`src/rtl/lvl_trig_pkg.sv`:
```
package lvl_trig_pkg;
  typedef enum logic [2:0] {
    MODE_OFF     = 3'd0,
    MODE_RISE    = 3'd1,
    MODE_FALL    = 3'd2,
    MODE_WIN_IN  = 3'd3,
    MODE_WIN_OUT = 3'd4
  } trig_mode_e;

  localparam int          MODE_W  = 3;
  localparam int          ADDR_W  = 8;
  localparam logic [7:0]  A_GLB   = 8'h00;
  localparam logic [7:0]  A_COMB  = 8'h01;
  localparam logic [7:0]  A_CNT   = 8'h02;
  localparam logic [7:0]  A_MODE  = 8'h10;
  localparam logic [7:0]  A_UPPER = 8'h20;
  localparam logic [7:0]  A_LOWER = 8'h28;
endpackage

```
`src/rtl/lvl_reg_bank.sv`:
```
module lvl_reg_bank
  import lvl_trig_pkg::*;
#(
  parameter int NUM_CH = 4,
  parameter int LVL_W  = 6,
  parameter int DATA_W = 8
) (
  input  logic                       clk_i,
  input  logic                       rst_ni,
  input  logic                       we_i,
  input  logic [ADDR_W-1:0]          addr_i,
  input  logic [DATA_W-1:0]          wdata_i,
  output logic [DATA_W-1:0]          rdata_o,
  output logic                       glb_en_o,
  output logic                       comb_and_o,
  output logic [NUM_CH*MODE_W-1:0]   mode_o,
  output logic [NUM_CH*LVL_W-1:0]    upper_o,
  output logic [NUM_CH*LVL_W-1:0]    lower_o
);
  localparam logic [LVL_W-1:0]  LVL_MIN   = {1'b1, {(LVL_W-1){1'b0}}};
  localparam logic [LVL_W-1:0]  LVL_CLAMP = LVL_MIN + 1'b1;
  localparam int                LVL_CNT   = (2**LVL_W) - 1;
  localparam int                EXT_W     = DATA_W - LVL_W;

  logic [LVL_W-1:0]  up_q [NUM_CH];
  logic [LVL_W-1:0]  lo_q [NUM_CH];
  logic [MODE_W-1:0] md_q [NUM_CH];
  logic              glb_q, comb_q;

  function automatic logic [LVL_W-1:0] clamp_lvl(input logic [LVL_W-1:0] v);
    return (v == LVL_MIN) ? LVL_CLAMP : v;
  endfunction

  always_ff @(posedge clk_i or negedge rst_ni) begin
    if (!rst_ni) begin
      glb_q  <= 1'b0;
      comb_q <= 1'b0;
    end else if (we_i) begin
      if (addr_i == A_GLB)  glb_q  <= wdata_i[0];
      if (addr_i == A_COMB) comb_q <= wdata_i[0];
    end
  end

  for (genvar c = 0; c < NUM_CH; c++) begin : g_ch
    always_ff @(posedge clk_i or negedge rst_ni) begin
      if (!rst_ni) begin
        up_q[c] <= '0;
        lo_q[c] <= '0;
        md_q[c] <= MODE_OFF;
      end else if (we_i) begin
        if (addr_i == A_UPPER + ADDR_W'(c)) up_q[c] <= clamp_lvl(wdata_i[LVL_W-1:0]);
        if (addr_i == A_LOWER + ADDR_W'(c)) lo_q[c] <= clamp_lvl(wdata_i[LVL_W-1:0]);
        if (addr_i == A_MODE  + ADDR_W'(c)) md_q[c] <= wdata_i[MODE_W-1:0];
      end
    end
    assign upper_o[c*LVL_W +: LVL_W]   = up_q[c];
    assign lower_o[c*LVL_W +: LVL_W]   = lo_q[c];
    assign mode_o[c*MODE_W +: MODE_W]  = md_q[c];
  end

  always_comb begin
    rdata_o = '0;
    if (addr_i == A_GLB)  rdata_o = DATA_W'(glb_q);
    if (addr_i == A_COMB) rdata_o = DATA_W'(comb_q);
    if (addr_i == A_CNT)  rdata_o = DATA_W'(LVL_CNT);
    for (int c = 0; c < NUM_CH; c++) begin
      if (addr_i == A_UPPER + ADDR_W'(c)) rdata_o = {{EXT_W{up_q[c][LVL_W-1]}}, up_q[c]};
      if (addr_i == A_LOWER + ADDR_W'(c)) rdata_o = {{EXT_W{lo_q[c][LVL_W-1]}}, lo_q[c]};
      if (addr_i == A_MODE  + ADDR_W'(c)) rdata_o = DATA_W'(md_q[c]);
    end
  end

  assign glb_en_o   = glb_q;
  assign comb_and_o = comb_q;
endmodule

```
`src/rtl/lvl_chan_cmp.sv`:
```
module lvl_chan_cmp
  import lvl_trig_pkg::*;
#(
  parameter int LVL_W = 6
) (
  input  logic              clk_i,
  input  logic              rst_ni,
  input  logic              vld_i,
  input  logic [LVL_W-1:0]  top_i,
  input  logic [MODE_W-1:0] mode_i,
  input  logic [LVL_W-1:0]  upper_i,
  input  logic [LVL_W-1:0]  lower_i,
  output logic              hit_o,
  output logic              active_o
);
  logic signed [LVL_W-1:0] cur_s, prev_q, up_s, lo_s;
  logic                    prev_vld_q;
  logic                    in_cur, in_prev, cond;

  assign cur_s = top_i;
  assign up_s  = upper_i;
  assign lo_s  = lower_i;

  always_ff @(posedge clk_i or negedge rst_ni) begin
    if (!rst_ni) begin
      prev_q     <= '0;
      prev_vld_q <= 1'b0;
    end else if (vld_i) begin
      prev_q     <= cur_s;
      prev_vld_q <= 1'b1;
    end
  end

  assign in_cur  = (cur_s  >= lo_s) && (cur_s  <= up_s);
  assign in_prev = (prev_q >= lo_s) && (prev_q <= up_s);

  always_comb begin
    cond     = 1'b0;
    active_o = 1'b1;
    case (mode_i)
      MODE_RISE:    cond = (prev_q <  up_s) && (cur_s >= up_s);
      MODE_FALL:    cond = (prev_q >= up_s) && (cur_s <  up_s);
      MODE_WIN_IN:  cond = !in_prev &&  in_cur;
      MODE_WIN_OUT: cond =  in_prev && !in_cur;
      default:      active_o = 1'b0;
    endcase
  end

  assign hit_o = vld_i && prev_vld_q && cond;
endmodule

```
`src/rtl/lvl_trig_comb.sv`:
```
module lvl_trig_comb #(
  parameter int NUM_CH = 4
) (
  input  logic              clk_i,
  input  logic              rst_ni,
  input  logic              glb_en_i,
  input  logic              comb_and_i,
  input  logic [NUM_CH-1:0] hit_i,
  input  logic [NUM_CH-1:0] active_i,
  output logic              trig_o,
  output logic [NUM_CH-1:0] ch_trig_o
);
  logic [NUM_CH-1:0] live;
  logic              any_hit, all_hit, merged;

  assign live    = hit_i & active_i;
  assign any_hit = |live;
  assign all_hit = (&(hit_i | ~active_i)) && (|active_i);
  assign merged  = comb_and_i ? all_hit : any_hit;

  always_ff @(posedge clk_i or negedge rst_ni) begin
    if (!rst_ni) begin
      trig_o    <= 1'b0;
      ch_trig_o <= '0;
    end else begin
      trig_o    <= glb_en_i && merged;
      ch_trig_o <= glb_en_i ? live : '0;
    end
  end
endmodule

```
`src/rtl/lvl_trig_top.sv`:
```
module lvl_trig_top
  import lvl_trig_pkg::*;
#(
  parameter int NUM_CH   = 4,
  parameter int SAMPLE_W = 12,
  parameter int LVL_W    = 6,
  parameter int DATA_W   = 8
) (
  input  logic                       clk_i,
  input  logic                       rst_ni,
  input  logic                       reg_we_i,
  input  logic [ADDR_W-1:0]          reg_addr_i,
  input  logic [DATA_W-1:0]          reg_wdata_i,
  output logic [DATA_W-1:0]          reg_rdata_o,
  input  logic                       samp_vld_i,
  input  logic [NUM_CH*SAMPLE_W-1:0] samp_i,
  output logic                       trig_o,
  output logic [NUM_CH-1:0]          ch_trig_o
);
  logic                     glb_en, comb_and;
  logic [NUM_CH*MODE_W-1:0] mode_flat;
  logic [NUM_CH*LVL_W-1:0]  upper_flat, lower_flat;
  logic [NUM_CH-1:0]        hit, active;

  lvl_reg_bank #(.NUM_CH(NUM_CH), .LVL_W(LVL_W), .DATA_W(DATA_W)) u_bank (
    .clk_i      (clk_i),
    .rst_ni     (rst_ni),
    .we_i       (reg_we_i),
    .addr_i     (reg_addr_i),
    .wdata_i    (reg_wdata_i),
    .rdata_o    (reg_rdata_o),
    .glb_en_o   (glb_en),
    .comb_and_o (comb_and),
    .mode_o     (mode_flat),
    .upper_o    (upper_flat),
    .lower_o    (lower_flat)
  );

  for (genvar c = 0; c < NUM_CH; c++) begin : g_cmp
    lvl_chan_cmp #(.LVL_W(LVL_W)) u_cmp (
      .clk_i    (clk_i),
      .rst_ni   (rst_ni),
      .vld_i    (samp_vld_i),
      .top_i    (samp_i[c*SAMPLE_W + SAMPLE_W - 1 -: LVL_W]),
      .mode_i   (mode_flat[c*MODE_W +: MODE_W]),
      .upper_i  (upper_flat[c*LVL_W +: LVL_W]),
      .lower_i  (lower_flat[c*LVL_W +: LVL_W]),
      .hit_o    (hit[c]),
      .active_o (active[c])
    );
  end

  lvl_trig_comb #(.NUM_CH(NUM_CH)) u_comb (
    .clk_i      (clk_i),
    .rst_ni     (rst_ni),
    .glb_en_i   (glb_en),
    .comb_and_i (comb_and),
    .hit_i      (hit),
    .active_i   (active),
    .trig_o     (trig_o),
    .ch_trig_o  (ch_trig_o)
  );
endmodule

```
`config.mk`:
```
export PLATFORM = sky130hd
export DESIGN_NAME = lvl_trig_top
export DESIGN_NICKNAME = d
export VERILOG_FILES = /design/src/rtl/lvl_trig_pkg.sv /design/src/rtl/lvl_reg_bank.sv /design/src/rtl/lvl_chan_cmp.sv /design/src/rtl/lvl_trig_comb.sv /design/src/rtl/lvl_trig_top.sv
export SDC_FILE = /design/constraint.sdc
export NUM_CORES = 1
export LEC_CHECK = 0
export ABC_AREA = 1
export BUFFER_PORTS_ARGS = -buffer_cell sky130_fd_sc_hd__buf_2
export CAP_MARGIN = 5
export CORE_MARGIN = 5
export CORE_UTILIZATION = 65
export CTS_CLUSTER_DIAMETER = 40
export DETAILED_ROUTE_END_ITERATION = 8
export PLACE_DENSITY = 0.87
export SLEW_MARGIN = 20
export SYNTH_ARGS = -nofsm -noshare
export SYNTH_HDL_FRONTEND = slang
export SYNTH_SLANG_ARGS = --single-unit
```
`constraint.sdc`:
```
create_clock -name clk_i -period 3.6 [get_ports clk_i]
set_input_delay 0.36 -clock clk_i [delete_from_list [all_inputs] [get_ports clk_i]]
set_output_delay 0.36 -clock clk_i [all_outputs]
set_load 0.02 [all_outputs]
```
==> results of run 1 <==
[layout by cell type (no fill, tap or decap), types with 11 or more instances in the layout]
| cell | n |
|---|---|
| nor2_1 | 42 |
| ha_1 | 96 |
| dfrtp_1 | 92 |
| clkbuf_8 | 11 |
| inv_1 | 178 |
| a21oi_1 | 32 |
| nand3_1 | 63 |
| o21ai_0 | 55 |
| o21ai_1 | 26 |
| nand4_1 | 33 |
| nand2_1 | 355 |
| buf_2 | 53 |
[power groups by stage]
stage	clock network [mW]	registers [mW]	logic, mW
CTS	0.754	1.15	0.581
global route	0.798	1.16	0.686
detailed placement	0	1.17	0.576
floorplan	0	1.15	0.408
global placement	0	1.17	0.548
finish	0.747	1.15	0.583
[metal layers]
metal / wire [um] / track usage, %
met5: 0 / 0
met4: 487 / 9.077
met3: 1161 / 4.737
met2: 8002 / 44.71
met1: 7989 / 38.39
[sequential cells by signal (all words and copies together) (netlist names)]
name / flops
u_bank.glb_en_o: 1
g_cmp.u_cmp.prev_vld_q: 1
u_bank.lower_o: 24
u_comb.ch_trig_o: 4
u_bank.upper_o: 24
g_cmp.u_cmp.prev_q: 24
u_bank.comb_and_o: 1
u_bank.mode_o: 12
u_comb.trig_o: 1
[layout make-up]
class                           count  area share [%]
Inverter                          184           8.893
Clock inverter                      3          0.5800
Timing Repair Buffer               56           3.754
Clock buffer                       13           2.046
Multi-Input combinational cell    743           52.83
Tap cell                          140           2.256
Sequential cell                    92           29.64
[through the flow]
| stage | hold WS, ns | instance area, um2 | power [mW] |
|---|---|---|---|
| floorplan | 0.06441 | 7163 | 1.558 |
| global placement | 0.4527 | 7559 | 1.714 |
| detailed placement | 0.4706 | 7559 | 1.743 |
| CTS | 0.1805 | 7762 | 2.482 |
| global route | 0.04515 | 7766 | 2.640 |
| finish | -0.01988 | 7766 | 2.478 |
[path summary, 6_finish.rpt]
| path | from | to | slack (ns) | cells past startpoint |
|---|---|---|---|---|
| max in group asynchronous | rst_ni | u_bank.lower_o[7] | 2.97 | 2 |
| worst max-delay path | reg_addr_i[0] | reg_rdata_o[4] | 1.05 | 13 |
| worst min-delay path | rst_ni | g_cmp[0].u_cmp.prev_q[5] | -0.02 | 1 |
| min in group clk_i | samp_i[42] | g_cmp[3].u_cmp.prev_q[0] | 0.20 | 3 |
| worst min register to register | u_bank.upper_o[19] | u_bank.upper_o[19] | 0.49 | 2 |
| worst max register to register | u_bank.upper_o[23] | u_comb.trig_o | 1.40 | 18 |
[critical path: stages]
cell,delay (ns)
buf_2,0.11
inv_1,0.05
nand2_1,0.11
nor2_1,0.09
nand2_1,0.18
o21ai_0,0.12
a21oi_1,0.20
o21ai_0,0.13
a21oi_1,0.19
o21ai_0,0.13
a21oi_1,0.18
o211ai_1,0.15
buf_2,0.19
[cell families after synthesis]
logic type                 Yosys count  synth area share (%)
adders and majority gates           96                 16.77
and+or+nand+nor                    520                 31.07
AOI/OAI and AO/OA                  127                 9.432
buffers and inverters              201                 10.59
DFF                                 92                 32.14
==> impl_results.md, run 1 <==
* Status: finished with violations
* Failing checks: negative hold slack
* Reg clk slew, reported paths at 0.09 ns
* Clock Skews at 0.01352 ns
* Syn Inst Count at 1,036
* Initial antenna violation count at 0
* Int Pwr at 1.664 mW
* DRC errors left at 0
* Pwr/cell area at 319.1 nW/um2
* Synth area leaders: dfrtp_1 32%, nand2_1 19%, ha_1 17%
* Setup violations, final at 0
* Most used DFF post-synth: dfrtp_1
* Setup_tns at 0 ns
* Port Buffers at 54
* Chip Width at 115.0 um
* Nets at 1,250
* Via Count at 6,748
* Distinct cell type count after synthesis at 31
* Post-synth EDFFs at 0
* Multi-input gate area at 4103 um2
* Final core utilization at 71.64%
* Mapped cell area at 7163 um2
* Via/cell ratio at 5.482
* Max-Slew Margin vs Limit at 46.50%
* Final Wtd Congestion at 0.9672
* Slew @ Worst Pin at 0.8017 ns
* VDD IR-drop max at 0.1835 mV
* Switching share of power at 32.88%
* CP Class: in -> out
* Root Buffer: clkbuf_8
* WL final at 17,640 um
* Total Routing Usage GR at 27.82%
* Synthesized area per cell at 6.914 um2
* Initial Util at 66.08%
* Commonest cells post-synth: 355 x nand2_1, 178 x inv_1, 96 x ha_1
* Initial detailed-routing violation count at 508
* Cell taking the most area after synthesis: dfrtp_1
* Min Clock Period, post-route at 2.549 ns
* Largest fanout on the critical path at 6
* Worst path arrival time at 2.19 ns
* Seq/Total Area, Yosys at 32.14%
* First-pass GRT wire length at 29,490 um
* Fin. Hold Viols at 4
* # diodes at 0
* H-tree Lvls at 3
* Synth top area share at 32.14%
* Comb power frac at 23.5%
* FP Rows at 38
* Seq. cell area at 2302 um2
* Final ANT Viol Nets at 0
* Skew-Pair Late Insertion Delay at 0.39 ns
* Endpoint class of the critical path: primary output
* Layout cells sized above 1 at 8.341%
* Sequential Power Share at 46.3%
* Switching pwr at 0.8149 mW
* Filler cells at 893
* Unrepaired setup endpoints after global routing: no
* Fmax at 0.3923 GHz
* Max cap viols at 0
* Synth async-reset ratio at 100.0%
* Inst Count DP at 1,215
* Clock buffer count from CTS at 9
* Yosys reg bits at 92
* Synth Warn # at 0
* # clock sinks at 92
* Post-Layout Cell Count at 1,231
* Area grow syn2layout at 8.419%
* Period utilization at 70.81%
* CP required at 3.24 ns
* Hold buffers post-CTS at 0
* I/O pins at 81
* Post-CTS sizing at 0
* Leak at 4.212 nW
* Die area at 13,220 um2
* Syn nets at 1,200
* CTS max path bufs at 2
* Core box area at 10,840 um2
* Post-Place Setup Slack at 1.144 ns
* Largest net degree at the start of global routing at 78
* Hold slack final at -0.01988 ns
* Final worst slack at 1.051 ns
* Pins Over Slew Limit at 0
* Clk pwr share at 30.1%
* TritonCTS clock tree: done
* Count leader, synth: nand2_1
* Startpoint types: primary input
* Drt first pass iters at 5
* Die span in y at 115.0 um
* Hpwl dp at 13,580 um
* Global route overflow at 0
* Post-CTS Repair Setup Buffers at 0
* WL/cell at 14.33 um
* Vias in the first global route at 6,417
* Hold crit path type: in -> async
Power figures use the tool's default switching activity.
==> run 2, diff against run 1 <==
- ABC_AREA: 1 -> 0
- CORE_UTILIZATION: 65 -> 60
- PLACE_DENSITY: 0.87 -> 0.82
- clock period: 3.6 -> 2.5 ns (I/O delays scaled with it)
==> run 2 against run 1 <==
The flow finishes with violations (negative setup slack). Count of clock-buffer cells in the layout shrank 1. Final cell count shrank 20%. Worst setup slack lost 1.3 ns. First-iteration DRC count grew 0.79%. Flip-flop and latch count is the same. Routed wire length grew 13%. Global-route usage grew 2.3 points. Synthesized cell count shrank 34%. Die area grew 1.4%. Critical path type is now reg -> reg. Largest power group unchanged.
==> impl_results.md, run 2 <==
* Area grow syn2layout at 29.45%
* Final Wtd Congestion at 0.9635
* Via Count at 6,136
* Count leader, synth: ha_1
* Distinct cell type count after synthesis at 68
* Via/cell ratio at 6.204
* # clock sinks at 92
* Worst r2r src: u_bank.upper_o[11]
* Period utilization at 109.2%
* Largest fanout on the critical path at 3
* Cell taking the most area after synthesis: dfrtp_1
* R2R Setup Slk at -0.23 ns
* Final ANT Viol Nets at 0
* Die area at 13,410 um2
* Skew-Pair Late Insertion Delay at 0.39 ns
* Fin. Hold Viols at 0
* CTS max path bufs at 2
* Synth Warn # at 0
* Seq/Total Area, Yosys at 34.28%
* Largest net degree at the start of global routing at 55
* Clock buffer count from CTS at 9
* Crit path max-delay cell type: o41a_1
* Critical Path End: u_comb.trig_o
* Syn nets at 843
* Initial antenna violation count at 0
* TritonCTS clock tree: done
* # diodes at 0
* Startpoint types: register
* Chip Width at 115.8 um
* Kind of cell adding the most delay to the critical path: compound AO/OA/AOI/OAI gates
* Max cap viols at 0
* Pwr/cell area at 449.7 nW/um2
* Status: finished with violations
* Root Buffer: clkbuf_8
* Min Clock Period, post-route at 2.731 ns
* Max-Slew Margin vs Limit at 47.00%
* Commonest cells post-synth: 96 x ha_1, 92 x dfrtp_1, 75 x mux2_2
* Initial detailed-routing violation count at 512
* Busiest grt layer: met2
* First-pass GRT wire length at 31,530 um
* Pins Over Slew Limit at 0
* Synth area leaders: dfrtp_1 34%, ha_1 18%, mux2_2 13%
* Syn Inst Count at 679
* Clock Skews at 0.008366 ns
* Worst path bufs/invs at 1
* Met1 usage at 38.62%
* WL final at 19,980 um
* Vias in the first global route at 6,384
* Setup_tns at -0.5233 ns
* Most frequent cells in the layout: 107 x buf_4, 92 x dfrtp_1, 90 x ha_1, 75 x mux2_2, 62 x inv_1
* FP Rows at 38
* Most used DFF post-synth: dfrtp_1
* Synthesized area per cell at 9.892 um2
* Final core utilization at 79.86%
* Reg clk slew, reported paths at 0.09 ns
* Core box area at 10,890 um2
* Failing checks: negative setup slack
* Mapped cell area at 6716 um2
* Drt first pass iters at 7
* Final worst slack at -0.2307 ns
* CP required at 2.77 ns
* GRT met2 Usage at 49.67%
* Reg2reg path depth at 9
* CP Depth at 9
* Worst path cell trace: inv_2, ha_4, or3b_4, o31ai_4, o221ai_2, a311o_1, nor2_2, nor3_2, o41a_1
* I/O pins at 81
* Total Routing Usage GR at 30.10%
* Initial Util at 61.69%
* Worst Setup SP: u_bank.upper_o[11]
* Yosys reg bits at 92
* DRC errors left at 0
* M3 GR Usage at 6.214%
* Fmax at 0.3662 GHz
* Slew @ Worst Pin at 0.7950 ns
* H-tree Lvls at 3
* VDD IR-drop max at 0.3704 mV
* Hold crit path type: in -> reg
* CP Class: reg -> reg
* Unrepaired setup endpoints after global routing: yes
* Commonest non-fill, non-tap cell in the layout: buf_4
* Nets at 1,008
* Post-synth EDFFs at 0
* Synth async-reset ratio at 100.0%
* Inst Count DP at 957
* Endpoint class of the critical path: register
* Synth top area share at 34.28%
* Port Buffers at 54
* Setup violations, final at 5
* Layout cells sized above 1 at 38.52%
* Worst path arrival time at 3.00 ns
* Hpwl dp at 14,580 um
* WL/cell at 20.21 um
* Post-Layout Cell Count at 989
* Leak at 4.075 nW
* RR Endpoint: u_comb.trig_o
* Die span in y at 115.8 um
* Global route overflow at 0
* CP max stage delay at 0.44 ns
run 2: cell types whose count changed after synthesis, sizes merged, moves of 10 or more:
cell,before,now
o21ai,81,27
nand3,64,15
nand2b,0,16
a21oi,32,22
nor3,8,24
nand4,33,4
mux2,0,75
o31ai,0,10
nor2,50,31
nor2b,0,18
nand2,357,58
inv,184,66
run 2: how the worst min path moves through the flow:
stage	cells past startpoint	from	slack, ns	end
2_1_floorplan	0	rst_ni	-0.05	g_cmp[0].u_cmp.prev_q[0]
3_3_place_gp	1	rst_ni	0.25	g_cmp[1].u_cmp.prev_q[2]
3_5_place_dp	1	rst_ni	0.26	g_cmp[1].u_cmp.prev_q[2]
4_1_cts	3	samp_i[30]	0.07	g_cmp[2].u_cmp.prev_q[0]
5_1_grt	3	samp_i[42]	0.1	g_cmp[3].u_cmp.prev_q[0]
6_report	3	samp_i[30]	0.08	g_cmp[2].u_cmp.prev_q[0]
run 2: power by group:
| part | internal, mW | total (mW) | switching [mW] | leakage (nW) |
|---|---|---|---|---|
| clock network | 0.590 | 1.16 | 0.565 | 0.107 |
| registers | 1.57 | 1.66 | 0.0833 | 1.22 |
| logic | 0.517 | 1.10 | 0.581 | 2.75 |
| total | 2.68 | 3.91 | 1.23 | 4.07 |
run 2: through the flow:
stage	total power, mW	cell area [um2]	worst slack (ns)	hold WS (ns)
floorplan	2.177	6724	0.04643	-0.04559
global placement	2.528	7848	-0.1640	0.2539
detailed placement	2.580	7848	-0.4075	0.2617
CTS	3.815	8412	-0.1562	0.06745
global route	4.091	8695	-0.3447	0.09997
finish	3.910	8695	-0.2307	0.07737
run 2: logic make-up after synthesis:
kind of cell    Yosys count  share of synthesized area, %
compound gates          130                         14.20
flops                    92                         34.28
simple gates            204                         15.93
xor+xnor                  4                        0.5217
fa+ha+maj                96                         17.88
buf+inv                  76                         4.322
mux                      77                         12.87
run 2: timing repair:
item                                   4_1_cts  5_1_grt
pin swaps                                   22       24
buffers inserted                             7       12
hold buffers                                 1        0
endpoints found under the hold margin       38        0
setup endpoints to repair                    7        8
resized for setup                           52       38
run 2: tightest hold or removal path, cell delays in order:
cell and delay, ns:
buf_2 0.09, nand2_1 0.04, o21ai_0 0.05
run 2: final cells by class:
class | count | area (um2)
Multi-Input combinational cell | 511 | 4618
Timing Repair Buffer | 164 | 1134
Inverter | 66 | 247.7
Fill cell | 679 | 2193
Tap cell | 140 | 175.2
Clock inverter | 4 | 72.57
Clock buffer | 12 | 145.1
Sequential cell | 92 | 2302
run 2: per-layer routing:
| metal | up-vias | wire length, um |
|---|---|---|
| met4 | 0 | 616 |
| met3 | 58 | 1281 |
| met2 | 235 | 9746 |
| li1 | 2841 | - |
| met1 | 3002 | 8340 |
| met5 | - | 0 |
